<file path="src/rtl/dac_pkg.sv">
package dac_pkg;
  localparam int unsigned COARSE_W = 8;
  localparam int unsigned FINE_W   = 6;
  localparam int unsigned CODE_W   = COARSE_W + FINE_W;

  typedef logic [COARSE_W-1:0] coarse_t;
  typedef logic [FINE_W-1:0]   fine_t;

  // lowest set bit j of the sub index selects fine bit FINE_W-1-j
  function automatic logic stretch_sel(input fine_t sub, input fine_t fine);
    logic s;
    s = 1'b0;
    for (int j = FINE_W - 1; j >= 0; j--) begin
      if (sub[j]) s = fine[FINE_W-1-j];
    end
    return s;
  endfunction
endpackage

</file>
<file path="src/rtl/dac_timebase.sv">
module dac_timebase #(
  parameter int unsigned TICK_DIV = 2
) (
  input  logic clk_i,
  input  logic rst_ni,
  input  logic run_i,
  output logic tick_o
);
  localparam int unsigned PW = (TICK_DIV > 1) ? $clog2(TICK_DIV) : 1;
  localparam logic [PW-1:0] LAST = PW'(TICK_DIV - 1);

  logic [PW-1:0] pre_q;

  always_ff @(posedge clk_i or negedge rst_ni) begin
    if (!rst_ni)                      pre_q <= '0;
    else if (!run_i || pre_q == LAST) pre_q <= '0;
    else                              pre_q <= pre_q + 1'b1;
  end

  assign tick_o = run_i && (pre_q == LAST);
endmodule

</file>
<file path="src/rtl/dac_data_latch.sv">
module dac_data_latch
  import dac_pkg::*;
(
  input  logic    clk_i,
  input  logic    rst_ni,
  input  logic    coarse_we_i,
  input  coarse_t coarse_wdata_i,
  input  logic    fine_we_i,
  input  fine_t   fine_wdata_i,
  input  logic    load_i,
  output coarse_t hold_c_o,
  output coarse_t staged_c_o,
  output coarse_t active_c_o,
  output fine_t   active_f_o
);
  coarse_t hold_c_q, staged_c_q, active_c_q;
  fine_t   staged_f_q, active_f_q;

  always_ff @(posedge clk_i or negedge rst_ni) begin
    if (!rst_ni) begin
      hold_c_q   <= '0;
      staged_c_q <= '0;
      staged_f_q <= '0;
      active_c_q <= '0;
      active_f_q <= '0;
    end else begin
      if (coarse_we_i) hold_c_q <= coarse_wdata_i;
      if (fine_we_i) begin
        staged_c_q <= hold_c_q;
        staged_f_q <= fine_wdata_i;
      end
      if (load_i) begin
        active_c_q <= staged_c_q;
        active_f_q <= staged_f_q;
      end
    end
  end

  assign hold_c_o   = hold_c_q;
  assign staged_c_o = staged_c_q;
  assign active_c_o = active_c_q;
  assign active_f_o = active_f_q;
endmodule

</file>
<file path="src/rtl/dac_wave.sv">
module dac_wave
  import dac_pkg::*;
(
  input  logic    clk_i,
  input  logic    rst_ni,
  input  logic    run_i,
  input  logic    tick_i,
  input  logic    polarity_i,
  input  coarse_t coarse_i,
  input  fine_t   fine_i,
  output coarse_t slot_o,
  output fine_t   sub_o,
  output logic    frame_end_o,
  output logic    dac_o
);
  localparam logic [COARSE_W:0] MAX_HI = {1'b0, {COARSE_W{1'b1}}};

  coarse_t slot_q;
  fine_t   sub_q;
  logic    dac_q;
  logic    slot_last;
  logic [COARSE_W:0] hi_sum, hi_len;
  logic    raw;

  assign slot_last   = &slot_q;
  assign frame_end_o = tick_i && slot_last && (&sub_q);

  always_ff @(posedge clk_i or negedge rst_ni) begin
    if (!rst_ni) begin
      slot_q <= '0;
      sub_q  <= '0;
    end else if (!run_i) begin
      slot_q <= '0;
      sub_q  <= '0;
    end else if (tick_i) begin
      slot_q <= slot_q + 1'b1;
      if (slot_last) sub_q <= sub_q + 1'b1;
    end
  end

  // a full sub-period high is clipped to one unit short
  always_comb begin
    hi_sum = {1'b0, coarse_i} + {{COARSE_W{1'b0}}, stretch_sel(sub_q, fine_i)};
    hi_len = (hi_sum > MAX_HI) ? MAX_HI : hi_sum;
    raw    = {1'b0, slot_q} < hi_len;
  end

  always_ff @(posedge clk_i or negedge rst_ni) begin
    if (!rst_ni)     dac_q <= 1'b0;
    else if (!run_i) dac_q <= polarity_i;
    else             dac_q <= raw ^ polarity_i;
  end

  assign slot_o = slot_q;
  assign sub_o  = sub_q;
  assign dac_o  = dac_q;
endmodule

</file>
<file path="src/rtl/dither_pwm_dac.sv">
module dither_pwm_dac
  import dac_pkg::*;
#(
  parameter int unsigned TICK_DIV = 2
) (
  input  logic                clk_i,
  input  logic                rst_ni,
  input  logic                coarse_we_i,
  input  logic [COARSE_W-1:0] coarse_wdata_i,
  input  logic                fine_we_i,
  input  logic [FINE_W-1:0]   fine_wdata_i,
  output logic [COARSE_W-1:0] coarse_rdata_o,
  input  logic                count_stop_i,
  input  logic                polarity_i,
  output logic                dac_o
);
  logic    run, tick, frame_end;
  coarse_t hold_c, staged_c, active_c, slot;
  fine_t   active_f, sub;

  assign run = !count_stop_i;

  dac_timebase #(.TICK_DIV(TICK_DIV)) i_timebase (
    .clk_i  (clk_i),
    .rst_ni (rst_ni),
    .run_i  (run),
    .tick_o (tick)
  );

  dac_data_latch i_latch (
    .clk_i          (clk_i),
    .rst_ni         (rst_ni),
    .coarse_we_i    (coarse_we_i),
    .coarse_wdata_i (coarse_wdata_i),
    .fine_we_i      (fine_we_i),
    .fine_wdata_i   (fine_wdata_i),
    .load_i         (count_stop_i || frame_end),
    .hold_c_o       (hold_c),
    .staged_c_o     (staged_c),
    .active_c_o     (active_c),
    .active_f_o     (active_f)
  );

  dac_wave i_wave (
    .clk_i       (clk_i),
    .rst_ni      (rst_ni),
    .run_i       (run),
    .tick_i      (tick),
    .polarity_i  (polarity_i),
    .coarse_i    (active_c),
    .fine_i      (active_f),
    .slot_o      (slot),
    .sub_o       (sub),
    .frame_end_o (frame_end),
    .dac_o       (dac_o)
  );

  assign coarse_rdata_o = staged_c;
endmodule

</file>
<file path="config.mk">
export PLATFORM = sky130hd
export DESIGN_NAME = dither_pwm_dac
export DESIGN_NICKNAME = d
export VERILOG_FILES = /design/src/rtl/dac_pkg.sv /design/src/rtl/dac_timebase.sv /design/src/rtl/dac_data_latch.sv /design/src/rtl/dac_wave.sv /design/src/rtl/dither_pwm_dac.sv
export SDC_FILE = /design/constraint.sdc
export NUM_CORES = 1
export LEC_CHECK = 0
export ABC_AREA = 0
export BUFFER_PORTS_ARGS = -buffer_cell sky130_fd_sc_hd__buf_2
export CORE_MARGIN = 3
export CORE_UTILIZATION = 25
export DETAILED_ROUTE_END_ITERATION = 7
export REMOVE_ABC_BUFFERS = 1
export SYNTH_ARGS = -nofsm -noshare
export SYNTH_HDL_FRONTEND = slang
export SYNTH_SLANG_ARGS = --single-unit
</file>
<file path="constraint.sdc">
create_clock -name clk_i -period 9.65 [get_ports clk_i]
set_input_delay 0.965 -clock clk_i [delete_from_list [all_inputs] [get_ports clk_i]]
set_output_delay 0.965 -clock clk_i [all_outputs]
set_load 0.02 [all_outputs]
</file>
# Yosys cells after proc, flatten, opt, wreduce, memory -nomap -nowiden
# Cells that the tools add are included.
# W data, S select, Z words.
totals:
  regBits: 52
  in_bits: 20
  output_inout_bits: 9
  elab_cells: 41
op_classes:
  addsub: 4
  order_cmp: 2
  mux: 14
  n_bitwise: 1
  n_reduce_logical: 11
op_table:
  columns: ["operator", "count"]
  rows:
  - ["$mux W6", 3]
  - ["$mux W8", 2]
  - ["$add A8 B1 Y9", 1]
  - ["$gt A9 B8 Y1 const B", 1]
  - ["$lt A8 B9 Y1", 1]
  - ["$mux W9", 1]
  - ["$add A8 B1 Y8 const B", 1]
  - ["$mux W1", 8]
  - ["$reduce_and A8 Y1", 1]
  - ["$add A6 B1 Y6 const B", 1]
  - ["$reduce_and A6 Y1", 1]
  - ["$reduce_bool A2 Y1", 2]
  - ["$logic_and A1 B1 Y1", 3]
  - ["$logic_or A1 B1 Y1", 2]
  - ["$reduce_and A2 Y1", 1]
  - ["$add A1 B1 Y1 const B", 1]
  - ["$logic_not A1 Y1", 1]
  - ["$xor A1 B1 Y1", 1]

# Depth between registers and ports, before layout
# Gate-level depths: netlist (run 1).
depth:
  depth_word: 12
  ltp_mapped: 14
  depth_no_buf: 14

# Cells and area by module
# From an unflattened synthesis (run 1), not the netlist that was laid out.
hier_totals:
  hier_cells: 205
  area_unflattened_um2: 2566.2
by_module_without_submodules:
  columns: ["module", "n_inst", "cells_each", "area_each_um2", "seq_area_each_um2"]
  rows:
  - ["dac_data_latch", 1, 75, 1333.8, 900.9]
  - ["dac_wave", 1, 125, 1181.1, 375.4]
  - ["dac_timebase", 1, 3, 41.3, 25.0]
  - ["dither_pwm_dac", 1, 2, 10.0, 0.0]

# Least setup slack after synthesis (run 1)
# Ideal clock, no wire load.
synth_path:
  path_type: "register to register"
  start: "register i_wave.sub_q[4], in the netlist i_wave.sub_o[4]"
  end: "register i_wave.dac_q, in the netlist i_wave.dac_o"
  setup_time_ns: 0.131
  arrival_ns: 3.185
  required_ns: 9.519
  setup_slack_ns: 6.334
  path_stages_with_launch: 15
  n_path_buf: 0
  period_less_slack_ns: 3.316
  path_cell_list: "dfrtp_1 nor2b_1 a221oi_1 a211o_1 a21oi_1 ha_1 and3_1 nand3_1 or4b_2 o21ai_0 ha_1 nor3_1 a21oi_1 o311a_1 or3_1"
synth_between:
  elab_chain_len: 11
synth_lines:
  columns: ["item", "line", "source"]
  rows:
  - ["start: declaration", "dac_wave.sv:19", "fine_t sub_q;"]
  - ["start signal: assignment", "dac_wave.sv:37", "if (slot_last) sub_q <= sub_q + 1'b1;"]
  - ["$mux W1 * (5 in a row)", "dac_pkg.sv:14", "if (sub[j]) s = fine[FINE_W-1-j];"]
  - ["$add A8 B1 Y9 *", "dac_wave.sv:43", "hi_sum = {1'b0, coarse_i} + {{COARSE_W{1'b0}}, stretch_sel(sub_q, fine_i)};"]
  - ["$gt A9 B8 Y1", "dac_wave.sv:44", "hi_len = (hi_sum > MAX_HI) ? MAX_HI : hi_sum;"]
  - ["$mux W9 *", "dac_wave.sv:44", null]
  - ["$lt A8 B9 Y1 *", "dac_wave.sv:45", "raw = {1'b0, slot_q} < hi_len;"]
  - ["$xor A1 B1 Y1 *", "dac_wave.sv:51", "else dac_q <= raw ^ polarity_i;"]
  - ["$mux W1 *", "dac_wave.sv:50", "else if (!run_i) dac_q <= polarity_i;"]
  - ["end signal: assignment", "dac_wave.sv:50", null]
  - ["end signal: assignment", "dac_wave.sv:51", null]
  - ["end: declaration", "dac_wave.sv:20", "logic dac_q;"]
# Mark *: on every way between the ends. The rest lies on a longest branch, timed or not.
# A chain may end at the register's enable or synchronous reset.

# Worst setup path after layout (run 1)
# Ends and elaborated chain as after synthesis.

==> results.md, run 1 <==
- Status: finished, final reports clean
- Die height: approximately 110 um
- FMAX: 283.2 MHz
- Leakage: 1.291 nW
- Largest family of logic cells by synthesized area: multiplexers
- IO Pins: 29
- CP Cell Sequence: nor2b_1, a221oi_1, a211o_1, a21oi_1, ha_1, and3_1, nand3_1, or4b_2, o21ai_0, ha_1, nor3_1, a21oi_1, o311a_1, or3_1
- Cts hold-fix bufs: 0
- Crit path DAT: 3.73 ns
- EDFF count, synth: 0
- Total clock sinks: 52
- Worst min-delay path category: reg -> reg
- R2R cell count: 14
- Largest stage delay, worst path: between 0.6 and 0.7 ns
- CTS Root Cell: clkbuf_8
- Register area share after synthesis: 50.66%
- Slowest CP cell: or4b_2
- Port buffer count: 28
- Final nets: roughly 270
- Period utilization: 36.59%
- Hold Path Depth: 1
- Global route total overflow: 0
- Post-layout min period: around 3.5 ns
- Crit path required time: 9.85 ns
- Multiplexer share of the synthesized area: 18.90%
- Post-synthesis compound-gate area fraction: 5.699%
- CTS tree: built
- Wirelength, routed: 4473 um
- Flops & latches, synth: 52
- Largest area contributor in the synthesized netlist: dfrtp_1
- Max VDD drop: 0.06845 mV
- Dpl hpwl: approximately 3300 um
- Post-synthesis simple-gate area fraction: between 10% and 20%
- Worst setup EP type: flop
- Cell family with most CP delay: simple AND/OR/NAND/NOR gates
- Htree depth: 2
- Layout cells sized above 1: between 30% and 40%
- Asr flop ratio synth: between 90% and 100%
- CTS Buffer Depth: 2
- Xor and xnor area share after synthesis: under 10%
- Final ANT Viol Nets: 0
- Max-capacitance violation count: 0
- Setup CP Type: reg -> reg
- Initial antenna violation count: 0
- Worst path depth: 14
- Area delta synth->final: 14.37%
- Vias in the first global route: 1672
- Placer Congestion: 0.7797
- Cell total after placement: 360
- Synth Area in Adders: 5.358%
- Final cell count without fillers: 368
- Cell variety after synth: 38
- Design area: just under 0.003 mm2
- RSZ-0062 raised after global routing: false
- Mapped Cells: 204
- Yosys top cell area share: 50.66%
- Fin. max-slew vios: 0
- FP Rows: 36
- Largest net degree at the start of global routing: between 50 and 60
- DR DRC count: 0
- Slew HR: 54.35%
- Via density: 4.367
- Cts repair resizes: 0
- Detailed Routing Iterations Pass 1: 4
- Post-synthesis cell area: 0.002569 mm2
- CTS Buf Count: 5
- Syn avg cell area: around 13 um2
- Via total after detailed routing: 1607
- First-pass GRT wire length: 7928 um
- Synth area leaders: dfrtp_1, mux2_2, mux2_4
- Synth Flop Type: dfrtp_1
- Die width: 107.4 um
- Crit path max fanout: 5
- Hold Violations, Final: 0
- Slew @ Worst Pin: around 0.68 ns
- Setup TNS: 0 ns
- CP bufs+invs: 0
- Initial drt markers: 48
- Clock transition at path regs: 0.10 ns
- PD cells: 160.7 mW/mm2
- Total Routing Usage GR: 8.518%
- Initial Util: 26.04%
- Synth warnings: 0
- Latest clock arrival within the worst-skew pair: 0.31 ns
- DP Area: 0.002838 mm2
- Final setup violation count: 0
- Ant diodes: 0
- Clock skew: 0.003866 ns
- # Post-CTS Setup Buffers: 0
- Startpoint Class: flop
- Core area: about 0.01 mm2
- Die area: around 0.012 mm2
- WL/cell: 12.15 um
## cell usage after synthesis, types with 2 or more instances
cell type  count
xnor2_1        9
ha_1          11
nor4_1         4
inv_1          4
mux2i_1        2
mux2_2        28
a21oi_1        7
xor2_1         4
nor2_1        20
and3_1         3
nand2_1        7
nand3_1        4
nor3_1         3
nand4_1        3
mux2_4        10
or3_1          2
buf_6          3
nor2b_1        3
o21ai_0        5
dfrtp_1       52
clkbuf_1       3
## area by class of cell
type                    count  area (um2)
fillers                  1029        6927
flip-flops and latches     52        1301
multi-input cells         142        1207
well taps                 133       166.4
repair buffers             29       147.6
clock buffers               6       82.58
clock inverters             2       17.52
inverters                   4       15.01
## layout by cell type, fill, tap and decap left out, drive strengths merged
master / count
dfrtp: 52
mux2: 38
buf: 29
nor2: 20
ha: 11
xnor2: 9
nand2: 7
a21oi: 7
clkbuf: 6
nand3: 6
inv: 6
o21ai: 5
xor2: 4
nor4: 4
and3: 4
nor3: 4
nor2b: 3
nand4: 3
or3: 3
mux2i: 2
and4: 1
or4b: 1
nand3b: 1
a221oi: 1
a211o: 1
a211oi: 1
a22oi: 1
o211ai: 1
a311oi: 1
o311a: 1
a41oi: 1
nor4b: 1
## flip-flops by register name, indices dropped and copies added (netlist names)
name	cells
i_wave.dac_o	1
i_wave.slot_o	8
i_latch.staged_f_q	6
i_latch.staged_c_o	8
i_latch.active_f_o	6
i_latch.active_c_o	8
i_timebase.pre_q	1
i_wave.sub_o	6
i_latch.hold_c_o	8
## power breakdown
part / switching (mW) / internal (mW)
Sequential: 0.0190 / 0.241
Clock: 0.0776 / 0.0603
Combinational: 0.0341 / 0.0404
## metal layers
| metal | global-route usage [%] | up-vias | wire [um] |
|---|---|---|---|
| met3 | 2.040 | 4 | 139 |
| met4 | 3.246 | 0 | 65 |
| met2 | 13.63 | 24 | 2053 |
| met1 | 11.17 | 783 | 2215 |
| met5 | 0 | - | 0 |
| li1 | - | 796 | - |
## worst paths after layout
path	from	to	slack (ns)
setup / recovery	i_wave.sub_o[4]$_DFFE_PN0P_	i_wave.dac_o$_DFF_PN0_	6.12
hold / removal	i_latch.hold_c_o[6]$_DFFE_PN0P_	i_latch.staged_c_o[6]$_DFFE_PN0P_	0.51
setup reg to reg	i_wave.sub_o[4]$_DFFE_PN0P_	i_wave.dac_o$_DFF_PN0_	6.12
hold reg to reg	i_latch.hold_c_o[6]$_DFFE_PN0P_	i_latch.staged_c_o[6]$_DFFE_PN0P_	0.51
max in group asynchronous	rst_ni	i_latch.staged_f_q[1]$_DFFE_PN0P_	8.44
min in group asynchronous	rst_ni	i_wave.slot_o[4]$_DFFE_PN0P_	0.76
## cells by family (layout without fill, tap and decap cells)
logic type,Yosys count,after routing
AO/OA/AOI/OAI,20,20
multiplexers,40,40
AND/OR/NAND/NOR,58,58
buffers and inverters,10,41
flip-flops,52,52
XOR/XNOR,13,13
adder cells (fa/ha/maj),11,11
## worst reg2reg max path, cell delays in order (launching register included)
cell	delay [ns]
dfrtp_1	0.46
nor2b_1	0.15
a221oi_1	0.08
a211o_1	0.27
a21oi_1	0.19
ha_1	0.21
and3_1	0.19
nand3_1	0.13
or4b_2	0.68
o21ai_0	0.10
ha_1	0.26
nor3_1	0.13
a21oi_1	0.08
o311a_1	0.13
or3_1	0.36
## through the flow
stage	util [%]	power, mW	hold slack, ns	setup WS (ns)
after floorplan	-	0.3111	0.4734	6.334
after global placement	28.77	0.3379	0.4845	6.170
after detailed placement	28.77	0.3408	0.4918	6.100
after CTS	29.78	0.4813	0.5164	6.089
after global routing	29.78	0.5018	0.5312	5.889
final	29.78	0.4722	0.5108	6.119
Note: power is estimated with default switching activity, not from simulation.
==> run 2: changes to the inputs <==
--- a/config.mk
+++ b/config.mk
@@ -5,7 +5,7 @@
 export SDC_FILE = /design/constraint.sdc
 export NUM_CORES = 1
 export LEC_CHECK = 0
-export ABC_AREA = 0
+export ABC_AREA = 1
 export BUFFER_PORTS_ARGS = -buffer_cell sky130_fd_sc_hd__buf_2
 export CORE_MARGIN = 3
 export CORE_UTILIZATION = 25
==> constraint.sdc (replaced) <==
create_clock -name clk_i -period 3 [get_ports clk_i]
set_input_delay 0.3 -clock clk_i [delete_from_list [all_inputs] [get_ports clk_i]]
set_output_delay 0.3 -clock clk_i [all_outputs]
set_load 0.02 [all_outputs]
==> run 2 against run 1 <==
  * Die area is 0.28% lower
  * Non-clock buffer count is 1 higher
  * The flow now finishes with violations (hold timing)
  * Combinational power grew to 2.6 times the previous value
  * Sequential power grew to 3.1 times the previous value
  * Sequential cell count stayed put
  * Clock power grew to 3.0 times the previous value
  * Largest cell class unchanged
  * Register-to-register slack worse by 5.8 ns
  * Wire length is 7.3% higher
  * Highest routed layer unchanged
  * Sequential share of layout area is 0.11 points lower
  * Global-route usage is 0.68 points higher
  * Utilization is 0.076 points higher
  * Largest power group unchanged
==> results.md, run 2 <==
- Clock transition at path regs: 0.10 ns (about the same)
- Post-synthesis cell area: 0.002561 mm2 (was 0.002569 mm2)
- Via total after detailed routing: 1969 (was 1607)
- Register area share after synthesis: 50.81% (was 50.66%)
- Cts hold-fix bufs: 0 (unchanged)
- Latest clock arrival within the worst-skew pair: 0.30 ns (was 0.31 ns)
- Clock skew: 0.007124 ns (was 0.003866 ns)
- EDFF count, synth: 0 (unchanged)
- Placer Congestion: 0.8706 (was 0.7797)
- Synth warnings: 0 (unchanged)
- FP Rows: 36 (unchanged)
- WL/cell: 10.43 um (was 12.15 um)
- Max VDD drop: 0.2262 mV (was 0.06845 mV)
- CTS Buffer Depth: 2 (unchanged)
- Flops & latches, synth: 52 (unchanged)
- Total clock sinks: 52 (unchanged)
- Failing checks: hold timing
- RSZ-0062 raised after global routing: false (unchanged)
- Final setup violation count: 0 (unchanged)
- Die width: 107.2 um (was 107.4 um)
- Setup CP Type: reg -> reg (unchanged)
- Fin. max-slew vios: 0 (unchanged)
- Htree depth: 2 (unchanged)
- Cell variety after synth: 26 (was 38)
- PD cells: 476.5 mW/mm2 (was 160.7 mW/mm2)
- Initial antenna violation count: 0 (unchanged)
- Ant diodes: 0 (unchanged)
- Crit path DAT: 2.86 ns (was 3.73 ns)
- Leading cell type in the layout, fill and taps excluded: nand2_1 (was dfrtp_1)
- Syn avg cell area: 8.653 um2 (was 12.59 um2)
- Leakage: 1.447 nW (was 1.291 nW)
- Design area: 0.002945 mm2 (was 0.002938 mm2)
- Slew HR: 61.29% (was 54.35%)
- Startpoint Class: flop (unchanged)
- Max-capacitance violation count: 0 (unchanged)
- Asr flop ratio synth: 100.0% (unchanged)
- Detailed Routing Iterations Pass 1: 4 (unchanged)
- Dpl hpwl: 3613 um (was 3302 um)
- Worst setup EP type: flop (unchanged)
- Crit path required time: 3.20 ns (was 9.85 ns)
- Final nets: 357 (was 265)
- Leading cell types in the layout, fill and taps excluded: nand2_1, dfrtp_1, inv_1, buf_2, a21oi_1 (was dfrtp_1, mux2_2, buf_2, nor2_1, ha_1)
- Final Hold Slack: -0.01179 ns (was 0.5108 ns)
- Die area: 0.01150 mm2 (was 0.01153 mm2)
- Synth Flop Type: dfrtp_1 (unchanged)
- Largest area contributor in the synthesized netlist: dfrtp_1 (unchanged)
- Initial drt markers: 72 (was 48)
- DP Area: 0.002830 mm2 (was 0.002838 mm2)
- Cell with the most instances after synthesis: nand2_1 (was dfrtp_1)
- Status: finished, violations left (was finished, final reports clean)
- CTS tree: built (unchanged)
- Synth area leaders: dfrtp_1, nand2_1, inv_1 (was dfrtp_1, mux2_2, mux2_4)
- Period utilization: 88.74% (was 36.59%)
- Core area: 0.009864 mm2 (unchanged)
- FMAX: 375.6 MHz (was 283.2 MHz)
- R2R cell count: 22 (was 14)
- Fillers: 1068 (was 1029)
- Worst min-delay path category: in -> async (was reg -> reg)
- Crit path max fanout: 5 (unchanged)
- Die height: 107.2 um (was 107.4 um)
- Total Routing Usage GR: 9.196% (was 8.518%)
- Global route total overflow: 0 (unchanged)
- Area delta synth->final: 15.00% (was 14.37%)
- CTS Buf Count: 5 (unchanged)
- Sequential Area: 0.001301 mm2 (unchanged)
- Synth top cells by count: nand2_1, dfrtp_1, inv_1, a21oi_1, o21ai_0 (was dfrtp_1, mux2_2, nor2_1, ha_1, mux2_4)
- Setup TNS: 0 ns (unchanged)
- Port buffer count: 28 (unchanged)
- Final ANT Viol Nets: 0 (unchanged)
- Vias in the first global route: 1952 (was 1672)
- Layout cells sized above 1: 19.27% (was 34.89%)
- Mapped Cells: 296 (was 204)
- Wirelength, routed: 4799 um (was 4473 um)
- Largest net degree at the start of global routing: 29 (was 53)
- Hold Violations, Final: 26 (was 0)
- First-pass GRT wire length: 8652 um (was 7928 um)
- CTS Root Cell: clkbuf_8 (unchanged)
- IO Pins: 29 (unchanged)
- Multi-input logic area: 0.001067 mm2 (was 0.001207 mm2)
- Slew @ Worst Pin: 0.5806 ns (was 0.6825 ns)
- Via density: 4.280 (was 4.367)
- Yosys top cell area share: 50.81% (was 50.66%)
- Initial Util: 25.96% (was 26.04%)
- DR DRC count: 0 (unchanged)
- Post-layout min period: 2.662 ns (was 3.531 ns)
-- run 2: worst max-delay path: stages, from the launching register on --
cell     delay (ns)
dfrtp_1        0.44
a21oi_1        0.17
a22oi_1        0.09
nand2_1        0.08
nand2_1        0.06
o21ai_2        0.07
ha_2           0.18
nand2_1        0.08
nor2_2         0.17
nand2_1        0.09
o21ai_0        0.16
a21oi_1        0.10
ha_1           0.30
nand2_1        0.06
nand2_1        0.05
nand2_1        0.05
nand2_1        0.06
a21oi_2        0.11
nand2_1        0.06
nand2_1        0.05
nand2_1        0.04
nand2_1        0.05
nand2_1        0.05
-- run 2: cell families (layout without fill, tap and decap cells) --
| group | after synthesis | in the layout | share of synthesized area [%] |
|---|---|---|---|
| buf+inv | 51 | 82 | 8.207 |
| fa+ha+maj | 11 | 11 | 5.374 |
| simple gates | 110 | 110 | 18.32 |
| xor+xnor | 3 | 3 | 1.026 |
| flops | 52 | 52 | 50.81 |
| compound gates | 63 | 63 | 13.63 |
| mux | 6 | 6 | 2.638 |
-- run 2: path summary, 6_finish.rpt --
kind / from / end / slack, ns
max: i_wave.sub_o[3]$_DFFE_PN0P_ / i_wave.dac_o$_DFF_PN0_ / 0.34
min: rst_ni / i_latch.staged_c_o[6]$_DFFE_PN0P_ / -0.01
max reg2reg: i_wave.sub_o[3]$_DFFE_PN0P_ / i_wave.dac_o$_DFF_PN0_ / 0.34
min reg2reg: i_latch.hold_c_o[1]$_DFFE_PN0P_ / i_latch.staged_c_o[1]$_DFFE_PN0P_ / 0.49
max in group asynchronous: rst_ni / i_latch.active_f_o[4]$_DFFE_PN0P_ / 2.27
min in group clk_i: coarse_wdata_i[5] / i_latch.hold_c_o[5]$_DFFE_PN0P_ / 0.19
-- run 2: area by class of cell --
type | count | area share, %
inverters | 44 | 5.607
clock inverters | 2 | 0.5947
well taps | 133 | 5.650
flip-flops and latches | 52 | 44.18
clock buffers | 6 | 2.464
multi-input cells | 193 | 36.24
repair buffers | 30 | 5.268
-- run 2: through the flow --
step	util [%]	power [mW]	hold slack, ns	setup slack (ns)	instances
final	29.86	1.404	-0.01179	0.3377	460
after global routing	29.86	1.499	0.02076	0.04050	460
after CTS	29.60	1.430	0.006586	0.1770	459
after detailed placement	28.69	1.004	0.3479	0.1988	451
after global placement	28.69	0.9979	0.3431	0.3162	451
after floorplan	-	0.9229	0.004409	0.5022	289
-- run 2: timing repair --
item                                    in CTS  in global routing
gates resized for setup                      0                  8
buffers inserted                             0                  1
endpoints found under the setup margin       0                  1
-- run 2: routing by layer --
layer  wire, um  share of wire [%]  GRT usage, %
met1       2336                 49         12.10
met2       2252                 47         14.97
met3        141                2.9         1.686
met4         68                1.4         3.562
met5          0                  0             0
-- run 2: power by group --
part	total, mW	internal (mW)	switching, mW
sequential	0.793	0.758	0.0355
combinational	0.194	0.0715	0.123
clock	0.416	0.172	0.245
total	1.40	1.00	0.403
